## config.mk

```make
export PLATFORM = sky130hd
export DESIGN_NAME = temp_alarm_ctrl
export DESIGN_NICKNAME = d
export VERILOG_FILES = /design/src/rtl/tac_pkg.sv /design/src/rtl/tac_cfg_reg.sv /design/src/rtl/tac_limit_regs.sv /design/src/rtl/tac_event_logic.sv /design/src/rtl/temp_alarm_ctrl.sv
export SDC_FILE = /design/constraint.sdc
export NUM_CORES = 1
export LEC_CHECK = 0
export BUFFER_PORTS_ARGS = -buffer_cell sky130_fd_sc_hd__clkbuf_2
export CORE_ASPECT_RATIO = 1.5
export CORE_MARGIN = 4
export CORE_UTILIZATION = 30
export CTS_CLUSTER_DIAMETER = 40
export CTS_CLUSTER_SIZE = 14
export DETAILED_ROUTE_END_ITERATION = 6
export PLACE_DENSITY = 0.5
export SETUP_SLACK_MARGIN = 0.15
export SYNTH_ARGS = -nofsm -noshare
export SYNTH_HDL_FRONTEND = slang
export SYNTH_SLANG_ARGS = --single-unit
```

## constraint.sdc

```tcl
create_clock -name clk -period 6.7 [get_ports clk]
set_input_delay 1.005 -clock clk [delete_from_list [all_inputs] [get_ports clk]]
set_output_delay 1.005 -clock clk [all_outputs]
set_load 0.005 [all_outputs]
```

## src/rtl/tac_pkg.sv

```systemverilog
// Package: shared register selects and configuration layout for the
// temperature event alarm controller.
package tac_pkg;

    // Register selects; the bus engine decodes these same codes.
    typedef enum logic [1:0] {
        SEL_CFG   = 2'd0,
        SEL_UPPER = 2'd1,
        SEL_LOWER = 2'd2,
        SEL_CRIT  = 2'd3
    } reg_sel_e;

    // Configuration bit positions; software relies on them.
    localparam int unsigned B_LOCK_CRIT = 7;
    localparam int unsigned B_LOCK_WIN  = 6;
    localparam int unsigned B_CLEAR     = 5;
    localparam int unsigned B_STATUS    = 4;
    localparam int unsigned B_ENABLE    = 3;
    localparam int unsigned B_CRIT_ONLY = 2;
    localparam int unsigned B_POLARITY  = 1;
    localparam int unsigned B_MODE      = 0;
    localparam int unsigned CFG_W       = 8;

    // Stored configuration state; clear and status are not stored here.
    typedef struct packed {
        logic lock_crit;
        logic lock_win;
        logic enable;
        logic crit_only;
        logic polarity;
        logic mode;
    } cfg_t;

endpackage

```

## src/rtl/tac_cfg_reg.sv

```systemverilog
// Module: configuration register with sticky lock bits.
// Assumes a one-cycle write strobe already qualified for the config address.
// Locks only ever set; rst_n is the power-on reset and the only way to clear them.
module tac_cfg_reg
    import tac_pkg::*;
(
    input  logic             clk,
    input  logic             rst_n,
    input  logic             wr_cfg,
    input  logic [CFG_W-1:0] wdata,
    output cfg_t             cfg_q,
    output logic             clr_pulse
);

    logic any_lock;
    logic unused_status_wr;

    assign any_lock         = cfg_q.lock_crit | cfg_q.lock_win;
    assign unused_status_wr = wdata[B_STATUS];
    assign clr_pulse        = wr_cfg & wdata[B_CLEAR];

    // Update configuration: locks are sticky, shaping fields obey locks.
    always_ff @(posedge clk) begin
        if (!rst_n) begin
            cfg_q <= '0;
        end else if (wr_cfg) begin
            cfg_q.lock_crit <= cfg_q.lock_crit | wdata[B_LOCK_CRIT];
            cfg_q.lock_win  <= cfg_q.lock_win  | wdata[B_LOCK_WIN];
            cfg_q.mode      <= wdata[B_MODE];
            if (!any_lock) begin
                cfg_q.enable    <= wdata[B_ENABLE];
                cfg_q.crit_only <= wdata[B_CRIT_ONLY];
                cfg_q.polarity  <= wdata[B_POLARITY];
            end
        end
    end

endmodule

```

## src/rtl/tac_limit_regs.sv

```systemverilog
// Module: upper, lower and critical limit registers.
// The critical slot obeys the critical lock; the window slots obey the window lock.
// Assumes lock inputs are the registered lock state (before the current write).
module tac_limit_regs
    import tac_pkg::*;
#(
    parameter int unsigned DW = 12
) (
    input  logic                 clk,
    input  logic                 rst_n,
    input  logic                 wr_en,
    input  logic [1:0]           sel,
    input  logic [DW-1:0]        wdata,
    input  logic                 lock_crit,
    input  logic                 lock_win,
    output logic signed [DW-1:0] upper_q,
    output logic signed [DW-1:0] lower_q,
    output logic signed [DW-1:0] crit_q
);

    localparam int unsigned NSLOT = 3;

    logic signed [DW-1:0] slot_q [NSLOT];

    for (genvar i = 0; i < NSLOT; i++) begin : g_slot
        localparam logic [1:0] MY_SEL = 2'(i + 1);
        logic slot_lock;
        assign slot_lock = (MY_SEL == SEL_CRIT) ? lock_crit : lock_win;

        // Hold one limit; accept a write only when its lock is clear.
        always_ff @(posedge clk) begin
            if (!rst_n)
                slot_q[i] <= '0;
            else if (wr_en && sel == MY_SEL && !slot_lock)
                slot_q[i] <= wdata;
        end
    end

    assign upper_q = slot_q[0];
    assign lower_q = slot_q[1];
    assign crit_q  = slot_q[2];

endmodule

```

## src/rtl/tac_event_logic.sv

```systemverilog
// Module: limit compare, interrupt latch and pin shaping.
// Compares are signed and strict. Comparator mode is combinational from
// temp_in; interrupt mode latches one clock after the condition.
module tac_event_logic
    import tac_pkg::*;
#(
    parameter int unsigned DW = 12
) (
    input  logic                 clk,
    input  logic                 rst_n,
    input  logic signed [DW-1:0] temp,
    input  logic signed [DW-1:0] upper,
    input  logic signed [DW-1:0] lower,
    input  logic signed [DW-1:0] crit,
    input  cfg_t                 cfg,
    input  logic                 clr_pulse,
    output logic                 active,
    output logic                 event_o
);

    logic cond_win;
    logic cond_crit;
    logic cond;
    logic latch_q;

    // Evaluate window and critical conditions.
    always_comb begin
        cond_win  = (temp > upper) || (temp < lower);
        cond_crit = (temp > crit);
        cond      = cfg.crit_only ? cond_crit : (cond_win || cond_crit);
    end

    // Interrupt latch: only live in interrupt mode, clear wins over set.
    always_ff @(posedge clk) begin
        if (!rst_n)
            latch_q <= 1'b0;
        else if (!cfg.mode || clr_pulse)
            latch_q <= 1'b0;
        else if (cfg.enable && cond)
            latch_q <= 1'b1;
    end

    // Shape the pin: gate by enable, then apply polarity.
    always_comb begin
        active  = cfg.enable & (cfg.mode ? latch_q : cond);
        event_o = cfg.polarity ? active : ~active;
    end

endmodule

```

## src/rtl/temp_alarm_ctrl.sv

```systemverilog
// Module: top of the temperature event alarm controller.
// Decodes register writes, muxes reads and joins config, limits and event logic.
// Assumes DW >= 8 so the configuration byte fits the data bus.
module temp_alarm_ctrl
    import tac_pkg::*;
#(
    parameter int unsigned DW = 12
) (
    input  logic          clk,
    input  logic          rst_n,
    input  logic          reg_wr,
    input  logic [1:0]    reg_addr,
    input  logic [DW-1:0] reg_wdata,
    output logic [DW-1:0] reg_rdata,
    input  logic [DW-1:0] temp_in,
    output logic          event_o
);

    cfg_t                 cfg_q;
    logic                 clr_pulse;
    logic                 active;
    logic                 wr_cfg;
    logic signed [DW-1:0] upper_q;
    logic signed [DW-1:0] lower_q;
    logic signed [DW-1:0] crit_q;
    logic [CFG_W-1:0]     cfg_byte;

    assign wr_cfg = reg_wr && (reg_addr == SEL_CFG);

    tac_cfg_reg u_cfg (
        .clk       (clk),
        .rst_n     (rst_n),
        .wr_cfg    (wr_cfg),
        .wdata     (reg_wdata[CFG_W-1:0]),
        .cfg_q     (cfg_q),
        .clr_pulse (clr_pulse)
    );

    tac_limit_regs #(.DW(DW)) u_lim (
        .clk       (clk),
        .rst_n     (rst_n),
        .wr_en     (reg_wr),
        .sel       (reg_addr),
        .wdata     (reg_wdata),
        .lock_crit (cfg_q.lock_crit),
        .lock_win  (cfg_q.lock_win),
        .upper_q   (upper_q),
        .lower_q   (lower_q),
        .crit_q    (crit_q)
    );

    tac_event_logic #(.DW(DW)) u_evt (
        .clk       (clk),
        .rst_n     (rst_n),
        .temp      (temp_in),
        .upper     (upper_q),
        .lower     (lower_q),
        .crit      (crit_q),
        .cfg       (cfg_q),
        .clr_pulse (clr_pulse),
        .active    (active),
        .event_o   (event_o)
    );

    // Assemble the readable configuration byte; clear always reads 0.
    always_comb begin
        cfg_byte              = '0;
        cfg_byte[B_LOCK_CRIT] = cfg_q.lock_crit;
        cfg_byte[B_LOCK_WIN]  = cfg_q.lock_win;
        cfg_byte[B_STATUS]    = active;
        cfg_byte[B_ENABLE]    = cfg_q.enable;
        cfg_byte[B_CRIT_ONLY] = cfg_q.crit_only;
        cfg_byte[B_POLARITY]  = cfg_q.polarity;
        cfg_byte[B_MODE]      = cfg_q.mode;
    end

    // Read mux over the four registers.
    always_comb begin
        unique case (reg_addr)
            SEL_CFG:   reg_rdata = DW'(cfg_byte);
            SEL_UPPER: reg_rdata = upper_q;
            SEL_LOWER: reg_rdata = lower_q;
            default:   reg_rdata = crit_q;
        endcase
    end

endmodule

```

; Word-level counts from Yosys, hierarchy flattened
; Memory sizes are Yosys's and may differ from the RTL's.
; Cells that the tools add are included.
[op_classes]
order_cmp = 3
eq_ne = 3
muxes = 17
n_bitwise = 11
reduce_logical = 17
[ops]
columns = operator, n
row1 = $mux 12, 3
row2 = $pmux 12 s3, 1
row3 = $gt 12x12->1, 2
row4 = $mux 1, 13
row5 = $lt 12x12->1, 1
row6 = $logic_and 1x1->1, 8
row7 = $or 1x1->1, 6
row8 = $eq 2x2->1 const B, 2
row9 = $logic_not 1->1, 3
row10 = $logic_or 1x1->1, 3
row11 = $not 1->1, 3
row12 = $and 1x1->1, 2
row13 = $eq 2x1->1 const B, 1
row14 = $logic_not 2->1, 1
row15 = $reduce_and 2->1, 1
row16 = $reduce_or 2->1, 1
[totals]
register_bits = 7
ram_bits = 36
in_bits = 29
out_inout_bits = 13
elab_cells = 59
memories = 1
[memory_table]
columns = memory, depth, word_bits, read_ports, rd_ports_with_merged_regs, wr, line_no
row1 = u_lim.slot_q, 3, 12, 3, 0, 3, tac_limit_regs.sv:23  ; logic signed [DW-1:0] slot_q [NSLOT];

; Longest topological paths before layout
; An unclocked memory read counts as a cell.
[logic_depth]
word_depth = 9
mapped_depth = 9
depth_no_buf = 9

; Hierarchy
; Synthesis repeated with hierarchy kept, for this count alone.
[hier_totals]
cells_unflattened = 279
area_unflattened_um2 = 2966.6
[modules_own_cells]
columns = mod, instances, cells_each, area_each_um2, seq_area_each_um2
row1 = tac_limit_regs, 1, 97, 1385.1, 1081.0
row2 = tac_event_logic, 1, 136, 1003.5, 20.0
row3 = temp_alarm_ctrl, 1, 22, 336.6, 0.0
row4 = tac_cfg_reg, 1, 24, 241.5, 120.1

; Least setup slack after synthesis
; No wires, ideal clock.
[synth_path]
path_kind = input to output
startpoint = input temp_in[1]
endpoint = output reg_rdata[4]
arrival_ns = 3.136
t_required_ns = 5.695
setup_slack_ns = 2.559
cell_stages = 8
path_buffers = 0
cell_sequence = ha_1 nor2b_4 o211ai_2 a211oi_1 or4_1 a32o_1 o311a_1 mux4_2
[synth_via]
elab_chain_len = 7
word_cells_on_any_way = 9
cone_classes = order compare: 3 / mux: 3 / bitwise: 1 / reduce/logical: 2
[synth_lines]
columns = element, line_no
row1 = start: declaration, temp_alarm_ctrl.sv:15  ; input logic [DW-1:0] temp_in,
row2 = $gt 12x12->1 or $lt 12x12->1 (tied branches), tac_event_logic.sv:28  ; cond_win = (temp > upper) || (temp < lower);
row3 = $logic_or 1x1->1, tac_event_logic.sv:28
row4 = $logic_or 1x1->1, tac_event_logic.sv:30  ; cond = cfg.crit_only ? cond_crit : (cond_win || cond_crit);
row5 = $mux 1 *, tac_event_logic.sv:30
row6 = $mux 1 *, tac_event_logic.sv:45  ; active = cfg.enable & (cfg.mode ? latch_q : cond);
row7 = $and 1x1->1 *, tac_event_logic.sv:45
row8 = $pmux 12 s3 *, temp_alarm_ctrl.sv:79  ; unique case (reg_addr)
row9 = end: declaration, temp_alarm_ctrl.sv:14  ; output logic [DW-1:0] reg_rdata,
; Mark *: on every way between the ends. The rest lies on a longest branch, timed or not.

; Final worst setup path
; Ends and elaborated chain as after synthesis.

==> metrics.yaml <==
status:
  status: "finished clean"
synthesis:
  postSynthCellCount: 272
  syn-cell-area_mm2: 0.002834
  async_flop_share_pct: 0
  synthFlopType: "edfxtp_1"
  synth_nets: 336
  yosysSeqAreaShare_pct: 43.09
  ys_warn_count: 0
  synth_edf_count: 36
  ys_types: 44
  syn_avg_cell_area_um2: 10.42
  ys_ff_latch: 43
drt:
  routed_wl_um: 7230
  drc: 0
  vias_per_cell: 4.867
  drt_first_pass_iters: 4
  routedWlPerCell_um: 16.85
  drt.antenna.violating_nets: 0
  first_iter_violations: 55
  num_vias: 2088
job:
  max_cap_violations: 0
clock_tree:
  post-cts-setup-buffers: 0
  cts_buffers: 5
  insertion_delay_ns: 0.28
  clock-root-buffer: "clkbuf_16"
  hold_buffers: 0
  htree_levels: 2
  cts_tree: "done"
  cts_resized: 0
  clock_path_buffers: 2
  cts_sinks: 43
  path_clk_slew_ns: 0.05
finish:
  antenna_cells: 0
  final_net_count: 381
  final_layout_size_suffix_gt1_share_pct: 19.87
  design_area_mm2: 0.003327
  syn2layout_area_growth_pct: 17.40
  fillers: 975
sta:
  setup_slack_ns: 2.092
  slew_headroom_pct: 19.24
  setup_viol: 0
  worst_slew_pin_slew_ns: 1.200
  period_minus_slack_ns: 4.608
  slew_viol_final: 0
  fin_crit_sh_pct: 68.78
  finalHoldViolCount: 0
  final.setup_skew_ns: 0.001798
  rsz0062_at_grt: "false"
  max_freq_mhz: 217.0
  tns_ns: 0
grt:
  met2_usage_pct: 25.27
  grt_use_met1_pct: 14.31
  grt.total_usage_pct: 13.58
  grt_start_max_net_pins: 24
  grt_pass1_vias: 2228
  top_usage_layer: "met2"
  grt-ovfl-total: 0
  grt_pass1_wl_um: 11220
  grt.met3_usage_pct: 2.000
  antenna_found_initial: 0
worst_setup_path:
  endpoint_kind: "output pin"
  critPathLaunchType: "input port"
  cpPeakStageDelay_ns: 0.47
  critPathRequiredTime_ns: 5.69
  path_buf_inv: 2
  crit_type: "input port to output pin"
  critPathSlowestCell: "mux4_2"
  reg2reg_depth: 8
  cpMostUsedCell: "clkbuf_2"
  crit_fanout: 3
  arrival_ns: 3.60
  crit_family: "compound AO/OA/AOI/OAI gates"
  cp_num_cells: 9
  crit_chain: "clkbuf_2 -> ha_1 -> a2111oi_0 -> o21ai_1 -> a211oi_1 -> mux2_2 -> o311a_1 -> mux4_2 -> clkbuf_2"
die:
  core_mm2: 0.009254
  row_count: 43
  start_util_pct: 30.62
  chipWidth_um: 87.36
  die_area_mm2: 0.01110
  ios: 42
  die_y_um: 127.0
placed_design:
  placed_area_mm2: 0.003193
  io_buffers: 41
  place_ws_ns: 2.070
  dpl.hpwl_um: 5974
  finalWeightedCongestion: 0.8078
power_and_ir_drop:
  switching_share_pct: 24.92
  power_density_mw_per_mm2: 195.8
  clkPwrFrac_pct: 34.3
  p_comb_share_pct: 17.6
  switchingPower_w: 0.0001624
  p_leak_nw: 1.451
  peakVddDrop_uv: 108.6
  p_seq_share_pct: 48.0
  p_int_w: 0.0004891
worst_hold_path:
  hold_depth: 2
  hold_class: "flop to flop"
-- registers in the layout, summed over array words and instances, names as in the netlist --
name	count
u_lim.slot_q	36
u_cfg.cfg_q	6
u_evt.latch_q	1
-- tightest hold or removal path, delay by kind of cell, from the launching register on --
kind / cells / cell delay [ns]
flops: 1 / 0.30
buf+inv: 1 / 0.08
compound gates: 1 / 0.08
-- per-stage QoR --
stage          total power [W]  hold slack (ns)  util [%]  cells
4_1_cts              0.0006608           0.4946     35.95    429
2_1_floorplan        0.0003861           0.4443         -    272
5_1_grt              0.0006817           0.5431     35.95    429
6_report             0.0006514           0.5005     35.95    429
3_3_place_gp         0.0004334           0.4782     34.51    422
3_5_place_dp         0.0004354           0.4853     34.51    422
-- power groups by stage --
stage | Sequential, W | Combinational, W | Clock, W
after floorplan | 0.000315 | 0.0000709 | 0
after global placement | 0.000318 | 0.000115 | 0
after detailed placement | 0.000319 | 0.000117 | 0
after CTS | 0.000313 | 0.000117 | 0.000230
after global routing | 0.000315 | 0.000130 | 0.000236
final | 0.000313 | 0.000115 | 0.000224
-- synthesized netlist by cell type (4+ instances only) --
cell	number	area (µm²)
inv_1	39	146.4
and2_1	36	225.2
edfxtp_1	36	1081
ha_1	35	437.9
nand2_1	21	78.83
a21oi_1	12	60.06
nor2_1	11	41.29
o21ai_0	8	40.04
dfxtp_1	7	140.1
mux4_2	7	157.7
clkbuf_1	6	22.52
nand4_1	6	37.54
a22o_1	5	43.79
nand3_1	4	20.02
nor4_1	4	25.02
-- cell type report --
class	instances	area [µm²]	area share [%]
clock buffers	5	125.1	3.761
clock inverters	2	8.758	0.2633
inverters	40	150.1	4.513
multi-input cells	182	1446	43.48
flip-flops and latches	43	1221	36.71
well taps	112	140.1	4.212
repair buffers	45	235.2	7.070
-- path summary, 6_finish.rpt --
check             slack [ns]            end               start
hold reg to reg         0.50  u_evt.latch_q       u_evt.latch_q
setup / recovery        2.09   reg_rdata[4]          temp_in[1]
setup reg to reg        4.21  u_evt.latch_q  u_lim.slot_q[1][1]
hold / removal          0.50  u_evt.latch_q       u_evt.latch_q
-- cells in the final DEF (no fill, tap or decap), types with 2 or more instances in the layout --
master	count
o21ai_1	2
nand2_1	21
inv_1	39
ha_1	35
nor4_1	4
a21o_1	3
a22o_1	5
nand3_1	4
nor2b_1	2
o31ai_2	2
dfxtp_1	7
clkbuf_2	41
mux4_2	7
buf_4	4
a21oi_1	12
a211oi_1	2
clkinv_1	2
nand4_1	6
o21ai_0	8
edfxtp_1	36
and2_1	36
clkbuf_16	5
nor2_1	11
-- cells by family after synthesis --
kind of cell | Yosys count | synth area share (%)
adders and majority gates | 35 | 15.45
muxes | 9 | 6.313
and+or+nand+nor | 92 | 17.79
AOI/OAI and AO/OA | 45 | 10.82
DFF | 43 | 43.09
buffers and inverters | 47 | 6.225
xor gates and xnor gates | 1 | 0.3091
-- per-layer routing --
metal | share of wire (%) | vias to the layer above
met4 | 3.4 | 0
met2 | 55 | 31
met5 | 0 | -
met1 | 38 | 986
li1 | - | 1059
met3 | 3.1 | 12
Note: power is estimated with default switching activity, not from simulation.
